`config.mk`:
```
export PLATFORM = sky130hd
export DESIGN_NAME = fixed_pwm_gen
export DESIGN_NICKNAME = d
export VERILOG_FILES = /design/src/rtl/pwm_pkg.sv /design/src/rtl/pwm_prescaler.sv /design/src/rtl/pwm_step_counter.sv /design/src/rtl/pwm_ctrl_regs.sv /design/src/rtl/fixed_pwm_gen.sv
export SDC_FILE = /design/constraint.sdc
export NUM_CORES = 1
export LEC_CHECK = 0
export BUFFER_PORTS_ARGS = -buffer_cell sky130_fd_sc_hd__buf_2
export CORE_AREA = 2 2 59 61
export DETAILED_ROUTE_END_ITERATION = 8
export DIE_AREA = 0 0 61 63
export PLACE_DENSITY_LB_ADDON = 0.25
export RECOVER_POWER = 100
export SYNTH_ARGS = -nofsm -noshare
export SYNTH_HDL_FRONTEND = slang
export SYNTH_SLANG_ARGS = --single-unit
```
`constraint.sdc`:
```
create_clock -name clk -period 2.1 [get_ports clk]
set_input_delay 0.105 -clock clk [delete_from_list [all_inputs] [get_ports clk]]
set_output_delay 0.105 -clock clk [all_outputs]
set_load 0.01 [all_outputs]
```
`src/rtl/pwm_pkg.sv`:
```
package pwm_pkg;

    localparam int unsigned STEP_W      = 8;
    localparam int unsigned STEPS       = 1 << STEP_W;
    localparam int unsigned REG_W       = 8;

    localparam logic [7:0]  ADDR_CTRL   = 8'hD2;
    localparam logic [7:0]  ADDR_LEVEL  = 8'hD8;
    localparam int unsigned CTRL_EN_BIT = 7;

    typedef logic [STEP_W-1:0] step_t;

    typedef struct packed {
        logic [REG_W-1:0] ctrl;
        logic [REG_W-1:0] level;
    } pwm_regs_t;

    function automatic logic drive_level(input step_t count,
                                         input step_t level,
                                         input logic  en);
        return en && (count <= level);
    endfunction

endpackage

```
`src/rtl/pwm_prescaler.sv`:
```
module pwm_prescaler #(
    parameter int unsigned DIV = 1000
) (
    input  logic clk,
    input  logic rst,
    output logic step_tick
);
    localparam int unsigned DIV_W = (DIV > 1) ? $clog2(DIV) : 1;

    generate
        if (DIV <= 1) begin : g_passthru
            assign step_tick = 1'b1;
        end else begin : g_divide
            logic [DIV_W-1:0] div_q;
            localparam logic [DIV_W-1:0] LAST = DIV_W'(DIV - 1);

            always_ff @(posedge clk) begin
                if (rst)
                    div_q <= '0;
                else if (div_q == LAST)
                    div_q <= '0;
                else
                    div_q <= div_q + 1'b1;
            end

            assign step_tick = (div_q == LAST);

            // divider never leaves its range
            a_r2_div_range: assert property (@(posedge clk) disable iff (rst)
                div_q <= LAST);
            // a tick is followed by a restart of the divider
            a_r2_div_restart: assert property (@(posedge clk) disable iff (rst)
                step_tick |=> (div_q == '0));
        end
    endgenerate

endmodule

```
`src/rtl/pwm_step_counter.sv`:
```
module pwm_step_counter
    import pwm_pkg::*;
(
    input  logic  clk,
    input  logic  rst,
    input  logic  step_tick,
    output step_t count
);
    always_ff @(posedge clk) begin
        if (rst)
            count <= '0;
        else if (step_tick)
            count <= count + 1'b1;
    end

    // advances by exactly one step per tick, wrapping at the top
    a_r2_step_advance: assert property (@(posedge clk) disable iff (rst)
        step_tick |=> (count == step_t'($past(count) + 1'b1)));
    // holds between ticks, so register writes cannot move it
    a_r2_step_hold: assert property (@(posedge clk) disable iff (rst)
        !step_tick |=> $stable(count));

endmodule

```
`src/rtl/pwm_ctrl_regs.sv`:
```
module pwm_ctrl_regs
    import pwm_pkg::*;
(
    input  logic             clk,
    input  logic             rst,
    input  logic [7:0]       reg_addr,
    input  logic [REG_W-1:0] reg_wdata,
    input  logic             reg_we,
    output logic [REG_W-1:0] reg_rdata,
    output pwm_regs_t        regs
);
    always_ff @(posedge clk) begin
        if (rst) begin
            regs <= '0;
        end else if (reg_we) begin
            case (reg_addr)
                ADDR_CTRL:  regs.ctrl  <= reg_wdata;
                ADDR_LEVEL: regs.level <= reg_wdata;
                default:    ;
            endcase
        end
    end

    always_comb begin
        case (reg_addr)
            ADDR_CTRL:  reg_rdata = regs.ctrl;
            ADDR_LEVEL: reg_rdata = regs.level;
            default:    reg_rdata = '0;
        endcase
    end

    // both registers are clear in the first cycle after reset
    a_r1_regs_cleared: assert property (@(posedge clk) disable iff (rst)
        $past(rst) |-> (regs == '0));
    // a duty write lands on the very next edge
    a_r5_level_write: assert property (@(posedge clk) disable iff (rst)
        (reg_we && reg_addr == ADDR_LEVEL) |=> (regs.level == $past(reg_wdata)));
    // the duty level only changes through its own address
    a_r7_level_kept: assert property (@(posedge clk) disable iff (rst)
        !(reg_we && reg_addr == ADDR_LEVEL) |=> $stable(regs.level));
    // unmapped writes leave every register as it was
    a_r8_unmapped_ignored: assert property (@(posedge clk) disable iff (rst)
        (reg_we && reg_addr != ADDR_LEVEL && reg_addr != ADDR_CTRL) |=> $stable(regs));

endmodule

```
`src/rtl/fixed_pwm_gen.sv`:
```
module fixed_pwm_gen
    import pwm_pkg::*;
#(
    parameter int unsigned SYS_CLK_HZ = 256_000_000,
    parameter int unsigned PERIOD_HZ  = 1000
) (
    input  logic       clk,
    input  logic       rst,
    input  logic [7:0] reg_addr,
    input  logic [7:0] reg_wdata,
    input  logic       reg_we,
    output logic [7:0] reg_rdata,
    output logic       pwm_out,
    output logic       pwm_oe
);
    localparam int unsigned CLK_PER_STEP = SYS_CLK_HZ / (PERIOD_HZ * STEPS);

    logic      step_tick;
    step_t     count;
    pwm_regs_t regs;
    logic      en;

    pwm_prescaler #(.DIV(CLK_PER_STEP)) u_presc (
        .clk       (clk),
        .rst       (rst),
        .step_tick (step_tick)
    );

    pwm_step_counter u_count (
        .clk       (clk),
        .rst       (rst),
        .step_tick (step_tick),
        .count     (count)
    );

    pwm_ctrl_regs u_regs (
        .clk       (clk),
        .rst       (rst),
        .reg_addr  (reg_addr),
        .reg_wdata (reg_wdata),
        .reg_we    (reg_we),
        .reg_rdata (reg_rdata),
        .regs      (regs)
    );

    assign en      = regs.ctrl[CTRL_EN_BIT];
    assign pwm_oe  = en;
    assign pwm_out = drive_level(count, regs.level, en);

    // a floating pin never carries a high data value
    a_r4_float_low: assert property (@(posedge clk) disable iff (rst)
        !pwm_oe |-> !pwm_out);
    // every enabled period starts high, since the shortest pulse is one step
    a_r3_first_step_high: assert property (@(posedge clk) disable iff (rst)
        (pwm_oe && count == '0) |-> pwm_out);
    // top duty level holds the output high throughout
    a_r3_full_scale: assert property (@(posedge clk) disable iff (rst)
        (pwm_oe && regs.level == 8'hFF) |-> pwm_out);
    // enable write reaches the pad enable on the next edge
    a_r5_enable_write: assert property (@(posedge clk) disable iff (rst)
        (reg_we && reg_addr == ADDR_CTRL) |=> (pwm_oe == $past(reg_wdata[CTRL_EN_BIT])));

endmodule

```
After elaboration in Yosys (flattened, before gate mapping). Index checks and enable logic that the tools add are counted.

Add/sub/neg operators: 2. $lt $le $gt $ge: 1. Eq/ne operators: 3. Multiplexer cells: 1. Reduce and logical (&&, ||, !) cells: 4.

Operators with widths (count): == test 8 bit, second input constant (2); one-hot mux 8 bit (2 select lines) (1); adder 10 x 1 -> 10 bit, second input constant (1); == test 10 bit, second input constant (1); adder 8 x 1 -> 8 bit, second input constant (1); less-or-equal comparator 8 bit (1); AND reduction 2 bit (2); OR reduction 2 bit (1); logical AND 1 bit (1).

Register bits: 34. Input port bits: 19. Output and inout bits: 10. Logic and storage cells: 15.

Logic depth before layout (Yosys ltp). Gate-level depths: netlist of the first run.

Depth in word-level cells: 2. Depth in mapped cells: 6.

Modules after synthesis. From an unflattened synthesis of the first run, not the netlist that was laid out.

Cell total of the unflattened synthesis: 222. Area total of the unflattened synthesis: 1933.1 um2.

By module, submodules not included: pwm_ctrl_regs (times used 1, cells an instance 100, area an instance 898.4 um2, sequential area each 320.3 um2); pwm_prescaler (times used 1, cells an instance 56, area an instance 490.5 um2, sequential area each 200.2 um2); pwm_step_counter (times used 1, cells an instance 37, area an instance 339.1 um2, sequential area each 160.2 um2); fixed_pwm_gen (times used 1, cells an instance 29, area an instance 205.2 um2, sequential area each 0.0 um2).

Worst setup path before layout of the first run. No wires, ideal clock.

Path type: register to register. Start point: register u_count.count[0]. End point: register u_count.count[6]. Library setup time: 0.070 ns. Arrival: 1.619 ns. Required time: 2.030 ns. Setup slack: 0.411 ns. Cell stages (with the launch flop): 6. Clock period less this slack: 1.689 ns. Cell sequence: dfxtp_1 ha_1 inv_1 or4_4 or4_1 a21oi_1.

Longest elaborated chain between the ends: 1.

RTL lines: from (decl) (line pwm_step_counter.sv:7) `output step_t count`; from (signal assigned) (line pwm_step_counter.sv:13) `count <= count + 1'b1;`; adder 8 x 1 -> 8 bit (line pwm_step_counter.sv:13).

Every way passes these cells. A chain may end at the register's enable or synchronous reset.

Worst setup path in the final report of the first run.
Start point: register u_count.count[3]. End point: output port pwm_out.

Longest elaborated chain between the ends: 2.

RTL lines: less-or-equal comparator 8 bit (line pwm_pkg.sv:21) `return en && (count <= level);`; logical AND 1 bit (line pwm_pkg.sv:21); to (decl) (line fixed_pwm_gen.sv:13) `output logic pwm_out,`.

Every way passes these cells.

==> impl_metrics.prom, run 1 <==
# TYPE chip_impl_metric gauge
chip_impl_info{name="holdCritPathClass",value="primary input to flip-flop"} 1
chip_impl_metric{name="antennaDiodeCount",unit=""} 0
chip_impl_metric{name="n_fill_cell",unit=""} 311
chip_impl_info{name="end_kind",value="output port"} 1
chip_impl_metric{name="total_leakage_power",unit="nW"} 0.8598
chip_impl_metric{name="fraction_of_registers_with_async_set_reset",unit=""} 0
chip_impl_metric{name="cts.clk_slew.worst_paths",unit="ns"} 0.10
chip_impl_info{name="synth.largest_area_cell",value="sky130_fd_sc_hd__dfxtp_1"} 1
chip_impl_metric{name="initialDrtViolationCount",unit=""} 34
chip_impl_info{name="critical_path.reg2reg.endpoint",value="u_count.count[6]$_SDFFE_PP0P_"} 1
chip_impl_metric{name="post_synth_inst_count",unit=""} 185
chip_impl_metric{name="synthesis_to_finish_area_growth",unit="%"} 13.29
chip_impl_metric{name="worst_skew_pair_later_pin_latency",unit="ns"} 0.34
chip_impl_metric{name="post_dp_cell_area",unit="mm^2"} 0.001858
chip_impl_metric{name="floorplan.die.height",unit="um"} 63
chip_impl_info{name="rr_startpoint",value="u_count.count[0]$_SDFFE_PP0P_"} 1
chip_impl_metric{name="cts_resized",unit=""} 0
chip_impl_metric{name="die_x",unit="um"} 61
chip_impl_metric{name="drv.max_cap_violation_count",unit=""} 0
chip_impl_metric{name="start_util",unit=""} 0.5184
chip_impl_metric{name="worst-slew-pin-transition",unit="ns"} 0.6161
chip_impl_metric{name="cp_max_fo",unit=""} 7
chip_impl_metric{name="placed_cells",unit=""} 254
chip_impl_metric{name="overflow",unit=""} 0
chip_impl_metric{name="grt_util_all_layers",unit=""} 0.1929
chip_impl_info{name="synth_common_cells",value="34 x sky130_fd_sc_hd__dfxtp_1, 34 x sky130_fd_sc_hd__nor2_1, 17 x sky130_fd_sc_hd__mux2i_1"} 1
chip_impl_metric{name="post_drt_via_cell_ratio",unit=""} 5.160
chip_impl_metric{name="post-dp-hpwl",unit="um"} 2508
chip_impl_metric{name="count_of_antenna_violating_nets_left_after_detailed_routing",unit=""} 0
chip_impl_metric{name="synth.net_count",unit=""} 214
chip_impl_metric{name="wire_length_of_the_first_global_routing_pass",unit="um"} 5444
chip_impl_metric{name="finalCritPeriodShare",unit=""} 0.9017
chip_impl_metric{name="timing_hold_violations_final",unit=""} 0
chip_impl_metric{name="detail_route.wirelength",unit="um"} 3250
chip_impl_metric{name="route.detailed.drc",unit=""} 0
chip_impl_info{name="ys_dominant_reg_cell",value="sky130_fd_sc_hd__dfxtp_1"} 1
chip_impl_metric{name="whs_path_depth",unit=""} 3
chip_impl_metric{name="finalInstanceArea",unit="mm^2"} 0.001898
chip_impl_metric{name="grt_max_degree",unit=""} 28
chip_impl_metric{name="p_per_area",unit="mW/mm^2"} 565.9
chip_impl_metric{name="die-area",unit="mm^2"} 0.003843
chip_impl_metric{name="sum_neg_setup_slack",unit="ns"} 0
chip_impl_metric{name="yosys_warnings",unit=""} 0
chip_impl_metric{name="finish.utilization",unit=""} 0.5873
chip_impl_metric{name="cp_data_arrival_time",unit="ns"} 1.79
chip_impl_info{name="rsz0062_at_grt",value="no"} 1
chip_impl_metric{name="regToRegSetupSlack",unit="ns"} 0.27
chip_impl_metric{name="port-buffer-count",unit=""} 28
chip_impl_metric{name="finish.net_count",unit=""} 244
chip_impl_metric{name="clock_sink_count",unit=""} 34
chip_impl_metric{name="row_count",unit=""} 21
chip_impl_metric{name="gp_congestion",unit=""} 0.7326
chip_impl_metric{name="post_dr_wirelength_cell",unit="um"} 12.40
chip_impl_metric{name="cts-htree-levels",unit=""} 2
chip_impl_metric{name="total_iterations_of_the_first_detailed_routing_run",unit=""} 4
chip_impl_metric{name="clock.fmax",unit="MHz"} 528.1
chip_impl_metric{name="yosys_cell_types",unit=""} 35
chip_impl_metric{name="synth.yosys.seq_area_share",unit=""} 0.4063
chip_impl_info{name="cts_tree",value="built"} 1
chip_impl_metric{name="num_io_pins",unit=""} 29
chip_impl_metric{name="post-cts-setup-buffers",unit=""} 0
chip_impl_metric{name="setup-violations-final",unit=""} 0
chip_impl_metric{name="max-clock-path-buffers",unit=""} 2
chip_impl_metric{name="slew_headroom",unit=""} 0.5880
chip_impl_info{name="cts.root.buffer_cell",value="sky130_fd_sc_hd__clkbuf_4"} 1
chip_impl_metric{name="reg2reg_depth",unit=""} 5
chip_impl_info{name="startpoint",value="u_count.count[3]$_SDFFE_PP0P_"} 1
chip_impl_metric{name="layout_min_cycle_time",unit="ns"} 1.894
chip_impl_metric{name="worst_ep_required_time",unit="ns"} 2.00
chip_impl_info{name="synth.area.top_cells",value="sky130_fd_sc_hd__dfxtp_1 41%, sky130_fd_sc_hd__mux2i_1 10%, sky130_fd_sc_hd__nor2_1 7.6%"} 1
chip_impl_metric{name="post_route_cells_drive_above_1_share",unit=""} 0.1435
chip_impl_metric{name="finalClockSkew",unit="ns"} 0.01403
chip_impl_metric{name="hold_buffers",unit=""} 0
chip_impl_metric{name="peakVddDrop",unit="mV"} 0.3558
chip_impl_metric{name="number_of_global_route_vias_before_repair",unit=""} 1333
chip_impl_info{name="holdCritStartpoint",value="reg_wdata[0]"} 1
chip_impl_metric{name="netlist_area",unit="mm^2"} 0.001675
chip_impl_metric{name="synth_top_area_share",unit=""} 0.4063
chip_impl_info{name="critPathKind",value="flip-flop to output port"} 1
chip_impl_info{name="outcome",value="complete, no violations"} 1
chip_impl_metric{name="ys_ff_latch",unit=""} 34
chip_impl_metric{name="via_count",unit=""} 1352
chip_impl_metric{name="syn_area_per_cell",unit="um^2"} 9.056
chip_impl_info{name="start_kind",value="flip-flop"} 1
chip_impl_metric{name="cts-buffers-inserted",unit=""} 5
chip_impl_metric{name="core_area",unit="mm^2"} 0.003232
chip_impl_info{name="hold-path-endpoint",value="u_regs.regs[8]$_SDFFE_PP0P_"} 1
chip_impl_metric{name="synth_enable_flop_cells",unit=""} 0
chip_impl_metric{name="number_of_antenna_violations_at_the_first_check_in_global_routing",unit=""} 0
chip_impl_metric{name="totalPowerFinal",unit="W"} 0.001074
chip_impl_metric{name="slew_violations",unit=""} 0
chip_impl_metric{name="final_cells",unit=""} 262
## stage by stage
stage	worst slack, ns	hold WS [ns]
3_3_place_gp	0.3815	0.3510
4_1_cts	0.1841	0.001736
3_5_place_dp	0.3026	0.3649
5_1_grt	0.08088	0.01854
6_report	0.2065	0.006929
2_1_floorplan	0.4109	0.2489
## power breakdown
part | switching [W] | total, W | internal, W
Clock | 0.000212 | 0.000374 | 0.000162
Combinational | 0.0000241 | 0.0000451 | 0.0000210
Sequential | 0.00000496 | 0.000655 | 0.000650
Total | 0.000241 | 0.00107 | 0.000833
## layer usage
layer | track usage | up-vias | wire (um)
met5 | 0 | - | 0
met4 | 0.1087 | 0 | 57
met3 | 0.04348 | 6 | 102
met2 | 0.3253 | 19 | 1687
met1 | 0.2147 | 622 | 1402
li1 | - | 705 | -
## placed cells by master (no fill, tap or decap), drive strengths merged, types with 4 or more instances in the layout
master / count
buf: 18
mux2i: 17
nand3: 4
inv: 15
a22o: 8
a21oi: 6
xor2: 4
xnor2: 7
dfxtp: 34
ha: 10
nor2: 34
nand2: 5
nand4: 8
clkbuf: 18
## cell families (layout without fill, tap and decap cells)
kind of cell               Yosys count  count (layout)  synth area share
AOI/OAI and AO/OA                   22              22           0.09560
DFF                                 34              34            0.4063
and+or+nand+nor                     69              69            0.2106
xor gates and xnor gates            11              11           0.05750
adders and majority gates           10              10           0.07468
muxes                               18              18            0.1083
buffers and inverters               21              52           0.04705
## worst max path at each step
stage	slack, ns	to	depth (start not counted)
after global routing	0.08	pwm_out	5
after global placement	0.38	u_count.count[6]$_SDFFE_PP0P_	5
after floorplan	0.41	u_count.count[6]$_SDFFE_PP0P_	5
final	0.21	pwm_out	5
after CTS	0.18	pwm_out	5
after detailed placement	0.30	u_count.count[6]$_SDFFE_PP0P_	5
## worst max-delay path: stages (launching register included)
cell and delay (ns):
sky130_fd_sc_hd__dfxtp_1 0.47, sky130_fd_sc_hd__ha_1 0.31, sky130_fd_sc_hd__nand4_1 0.14, sky130_fd_sc_hd__nor2_1 0.05, sky130_fd_sc_hd__o311a_1 0.33, sky130_fd_sc_hd__clkbuf_1 0.13
## registers in the layout (all words and copies together) (netlist names)
name                    cells
u_presc.g_divide.div_q     10
u_count.count               8
u_regs.regs                16
## area by class of cell
class	instances	area, um^2	share of cell area
Clock buffer	7	55.05	0.02900
Multi-Input combinational cell	130	912.1	0.4806
Inverter	15	56.30	0.02966
Tap cell	46	57.56	0.03032
Clock inverter	1	5.005	0.002637
Sequential cell	34	680.7	0.3586
Timing Repair Buffer	29	131.4	0.06922
No activity file was read; power rests on OpenSTA's default activity.
==> inputs of run 2 (changes only) <==
--- a/config.mk
+++ b/config.mk
@@ -5,10 +5,12 @@
 export SDC_FILE = /design/constraint.sdc
 export NUM_CORES = 1
 export LEC_CHECK = 0
+export ABC_AREA = 1
 export BUFFER_PORTS_ARGS = -buffer_cell sky130_fd_sc_hd__buf_2
-export CORE_AREA = 2 2 59 61
+export CORE_AREA = 2 2 87 47
+export CTS_BUF_LIST = sky130_fd_sc_hd__clkbuf_8
 export DETAILED_ROUTE_END_ITERATION = 8
-export DIE_AREA = 0 0 61 63
+export DIE_AREA = 0 0 89 49
 export PLACE_DENSITY_LB_ADDON = 0.25
 export RECOVER_POWER = 100
 export SYNTH_ARGS = -nofsm -noshare
==> run 2 against run 1 <==
  * Maximum frequency is 8.2% higher
  * Highest routed layer unchanged
  * Register-to-register slack better by 0.25 ns
  * Clock power up 30%
  * Final cell count increased by 44%
  * Non-clock buffer count is the same
  * Sequential share of layout area down 4.4 points
  * Count of clock-buffer cells in the layout decreased by 1
  * Sequential cell count unchanged
  * Setup slack better by 0.14 ns
  * Area after synthesis up 15%
  * Via count rose by 32%
  * Power increased by 12%
==> impl_metrics.prom, run 2 <==
# TYPE chip_impl_metric gauge
chip_impl_info{name="outcome",value="complete, no violations"} 1
chip_impl_metric{name="clock_sink_count",unit=""} 34
chip_impl_metric{name="core_area",unit="mm^2"} 0.003684
chip_impl_metric{name="die-area",unit="mm^2"} 0.004361
chip_impl_metric{name="grt_util_all_layers",unit=""} 0.2081
chip_impl_metric{name="post-dp-hpwl",unit="um"} 3212
chip_impl_metric{name="port-buffer-count",unit=""} 28
chip_impl_metric{name="timing_hold_violations_final",unit=""} 0
chip_impl_info{name="synth.area.top_cells",value="sky130_fd_sc_hd__dfxtp_1 35%, sky130_fd_sc_hd__nand2_1 14%, sky130_fd_sc_hd__inv_1 11%"} 1
chip_impl_metric{name="switching_share",unit=""} 0.2255
chip_impl_info{name="most-common-layout-cells",value="72 x sky130_fd_sc_hd__nand2_1, 55 x sky130_fd_sc_hd__inv_1, 51 x sky130_fd_sc_hd__nor2_1"} 1
chip_impl_metric{name="combPwrFrac",unit=""} 0.054
chip_impl_metric{name="cp_max_fo",unit=""} 3
chip_impl_metric{name="floorplan.die.height",unit="um"} 49
chip_impl_metric{name="yosys_warnings",unit=""} 0
chip_impl_metric{name="post_synth_inst_count",unit=""} 292
chip_impl_info{name="critPathKind",value="flip-flop to output port"} 1
chip_impl_metric{name="die_x",unit="um"} 89
chip_impl_metric{name="ys_ff_latch",unit=""} 34
chip_impl_metric{name="post_dp_cell_area",unit="mm^2"} 0.002103
chip_impl_metric{name="gp_congestion",unit=""} 0.8988
chip_impl_info{name="mostFrequentLayoutCell",value="sky130_fd_sc_hd__nand2_1"} 1
chip_impl_metric{name="synthesis_to_finish_area_growth",unit="%"} 12.71
chip_impl_metric{name="setup-violations-final",unit=""} 0
chip_impl_metric{name="finish.net_count",unit=""} 352
chip_impl_metric{name="cts_resized",unit=""} 0
chip_impl_metric{name="number_of_antenna_violations_at_the_first_check_in_global_routing",unit=""} 0
chip_impl_info{name="synth_common_cells",value="72 x sky130_fd_sc_hd__nand2_1, 54 x sky130_fd_sc_hd__inv_1, 50 x sky130_fd_sc_hd__nor2_1"} 1
chip_impl_metric{name="p_per_area",unit="mW/mm^2"} 557.7
chip_impl_info{name="cts.root.buffer_cell",value="sky130_fd_sc_hd__clkbuf_8"} 1
chip_impl_metric{name="initialDrtViolationCount",unit=""} 146
chip_impl_metric{name="clock.fmax",unit="MHz"} 571.7
chip_impl_metric{name="max-clock-path-buffers",unit=""} 2
chip_impl_metric{name="worst_skew_pair_later_pin_latency",unit="ns"} 0.28
chip_impl_metric{name="antennaDiodeCount",unit=""} 0
chip_impl_metric{name="post-cts-setup-buffers",unit=""} 0
chip_impl_info{name="synth_most_common_cell",value="sky130_fd_sc_hd__nand2_1"} 1
chip_impl_info{name="largest-register",value="u_regs.regs"} 1
chip_impl_metric{name="drv.max_cap_violation_count",unit=""} 0
chip_impl_metric{name="number_of_global_route_vias_before_repair",unit=""} 1521
chip_impl_metric{name="power_frac_clock",unit=""} 0.404
chip_impl_metric{name="row_count",unit=""} 16
chip_impl_metric{name="overflow",unit=""} 0
chip_impl_metric{name="total_leakage_power",unit="nW"} 1.029
chip_impl_metric{name="slew_violations",unit=""} 0
chip_impl_metric{name="worst-slew-pin-transition",unit="ns"} 0.6686
chip_impl_metric{name="finalCritPeriodShare",unit=""} 0.8330
chip_impl_metric{name="post_drt_via_cell_ratio",unit=""} 4.706
chip_impl_metric{name="cp_data_arrival_time",unit="ns"} 1.64
chip_impl_metric{name="worst_ep_required_time",unit="ns"} 2.00
chip_impl_metric{name="cts-htree-levels",unit=""} 2
chip_impl_metric{name="start_util",unit=""} 0.5211
chip_impl_info{name="ys_dominant_reg_cell",value="sky130_fd_sc_hd__dfxtp_1"} 1
chip_impl_metric{name="via_count",unit=""} 1779
chip_impl_metric{name="synth_enable_flop_cells",unit=""} 0
chip_impl_metric{name="cts.clk_slew.worst_paths",unit="ns"} 0.07
chip_impl_info{name="synth.largest_area_cell",value="sky130_fd_sc_hd__dfxtp_1"} 1
chip_impl_info{name="end_kind",value="output port"} 1
chip_impl_metric{name="total_iterations_of_the_first_detailed_routing_run",unit=""} 5
chip_impl_metric{name="route.detailed.drc",unit=""} 0
chip_impl_metric{name="wire_length_of_the_first_global_routing_pass",unit="um"} 6913
chip_impl_metric{name="finalClockSkew",unit="ns"} 0.004970
chip_impl_metric{name="regToRegSetupSlack",unit="ns"} 0.52
chip_impl_metric{name="post_route_cells_drive_above_1_share",unit=""} 0.08951
chip_impl_metric{name="p_int",unit="W"} 0.0009343
chip_impl_metric{name="layout_min_cycle_time",unit="ns"} 1.749
chip_impl_metric{name="total_switching_power",unit="W"} 0.0002721
chip_impl_info{name="holdCritPathClass",value="primary input to flip-flop"} 1
chip_impl_metric{name="grt_max_degree",unit=""} 17
chip_impl_metric{name="slew_headroom",unit=""} 0.5519
chip_impl_metric{name="post_dr_wirelength_cell",unit="um"} 10.73
chip_impl_info{name="rsz0062_at_grt",value="no"} 1
chip_impl_metric{name="detail_route.wirelength",unit="um"} 4055
chip_impl_metric{name="syn_area_per_cell",unit="um^2"} 6.573
chip_impl_metric{name="yosys_cell_types",unit=""} 24
chip_impl_info{name="layout_top_registers",value="u_regs.regs: 16 flops, u_presc.g_divide.div_q: 10 flops, u_count.count: 8 flops"} 1
chip_impl_metric{name="finalInstanceArea",unit="mm^2"} 0.002163
chip_impl_metric{name="count_of_antenna_violating_nets_left_after_detailed_routing",unit=""} 0
chip_impl_metric{name="sum_neg_setup_slack",unit="ns"} 0
chip_impl_metric{name="synth.yosys.seq_area_share",unit=""} 0.3546
chip_impl_metric{name="cts-buffers-inserted",unit=""} 5
chip_impl_metric{name="synth_top_area_share",unit=""} 0.3546
chip_impl_metric{name="peakVddDrop",unit="mV"} 0.3309
chip_impl_info{name="start_kind",value="flip-flop"} 1
chip_impl_metric{name="largest_register_ffs",unit=""} 16
chip_impl_metric{name="synth.net_count",unit=""} 321
chip_impl_metric{name="netlist_area",unit="mm^2"} 0.001919
chip_impl_metric{name="hold_buffers",unit=""} 0
chip_impl_metric{name="p_seq_frac",unit=""} 0.542
chip_impl_metric{name="fraction_of_registers_with_async_set_reset",unit=""} 0
chip_impl_info{name="cts_tree",value="built"} 1
chip_impl_metric{name="num_io_pins",unit=""} 29
-- run 2: cell count changes after synthesis, moves of 9 or more --
cell / delta
sky130_fd_sc_hd__nand3_1: +9
sky130_fd_sc_hd__inv_1: +39
sky130_fd_sc_hd__mux2i_1: -17
sky130_fd_sc_hd__nor2_1: +16
sky130_fd_sc_hd__nand2_1: +67
-- run 2: power groups by stage --
stage	clock network (W)	logic [W]	registers (W)
CTS	0.000503	0.0000673	0.000653
finish	0.000487	0.0000655	0.000654
detailed placement	0	0.0000670	0.000668
global placement	0	0.0000662	0.000668
global route	0.000530	0.0000752	0.000654
floorplan	0	0.0000386	0.000668
-- run 2: layout make-up --
type	instances	area, um^2
Clock buffer	6	82.58
Clock inverter	2	8.758
Fill cell	363	1520
Inverter	55	206.4
Multi-Input combinational cell	198	982.2
Sequential cell	34	680.7
Tap cell	54	67.56
Timing Repair Buffer	29	135.1
-- run 2: kinds of logic (layout without fill, tap and decap cells) --
family | after synthesis | after routing | synth area share
AO/OA/AOI/OAI | 25 | 25 | 0.07171
flip-flops | 34 | 34 | 0.3546
AND/OR/NAND/NOR | 158 | 158 | 0.3618
adder cells (fa/ha/maj) | 10 | 10 | 0.06519
XOR/XNOR | 5 | 5 | 0.02282
buffers and inverters | 60 | 92 | 0.1238
-- run 2: final timing paths --
path	start	end	cells after the start
worst max-delay path	u_regs.regs[7]$_SDFFE_PP0P_	pwm_out	7
worst min-delay path	rst	u_count.count[3]$_SDFFE_PP0P_	2
worst max register to register	u_presc.g_divide.div_q[0]$_SDFF_PP0_	u_count.count[5]$_SDFFE_PP0P_	8
worst min register to register	u_presc.g_divide.div_q[0]$_SDFF_PP0_	u_presc.g_divide.div_q[0]$_SDFF_PP0_	1
-- run 2: worst max-delay path, cell delays in order (launching register included) --
cell and delay, ns:
sky130_fd_sc_hd__dfxtp_1 0.31, sky130_fd_sc_hd__inv_1 0.06, sky130_fd_sc_hd__ha_1 0.29, sky130_fd_sc_hd__nand2_1 0.09, sky130_fd_sc_hd__nor2_1 0.17, sky130_fd_sc_hd__nand4_1 0.10
sky130_fd_sc_hd__a21oi_1 0.17, sky130_fd_sc_hd__clkbuf_1 0.17
-- run 2: layer usage --
layer / wire [um] / up-vias / global-route usage
met5: 0 / - / 0
met4: 25 / 0 / 0.05224
met3: 274 / 4 / 0.06091
met2: 1412 / 41 / 0.2674
met1: 2342 / 756 / 0.3319
li1: - / 978 / -
-- run 2: through the flow --
step                hold slack, ns    util  instances  setup slack (ns)  total power (W)
floorplan                   0.1741       -        292            0.8544        0.0007061
global placement            0.3306  0.5710        370            0.6492        0.0007343
detailed placement          0.3278  0.5710        370            0.5953        0.0007352
CTS                        0.02518  0.5958        378            0.3681         0.001224
global route               0.02754  0.5873        378            0.2154         0.001259
finish                     0.03448  0.5873        378            0.3507         0.001206
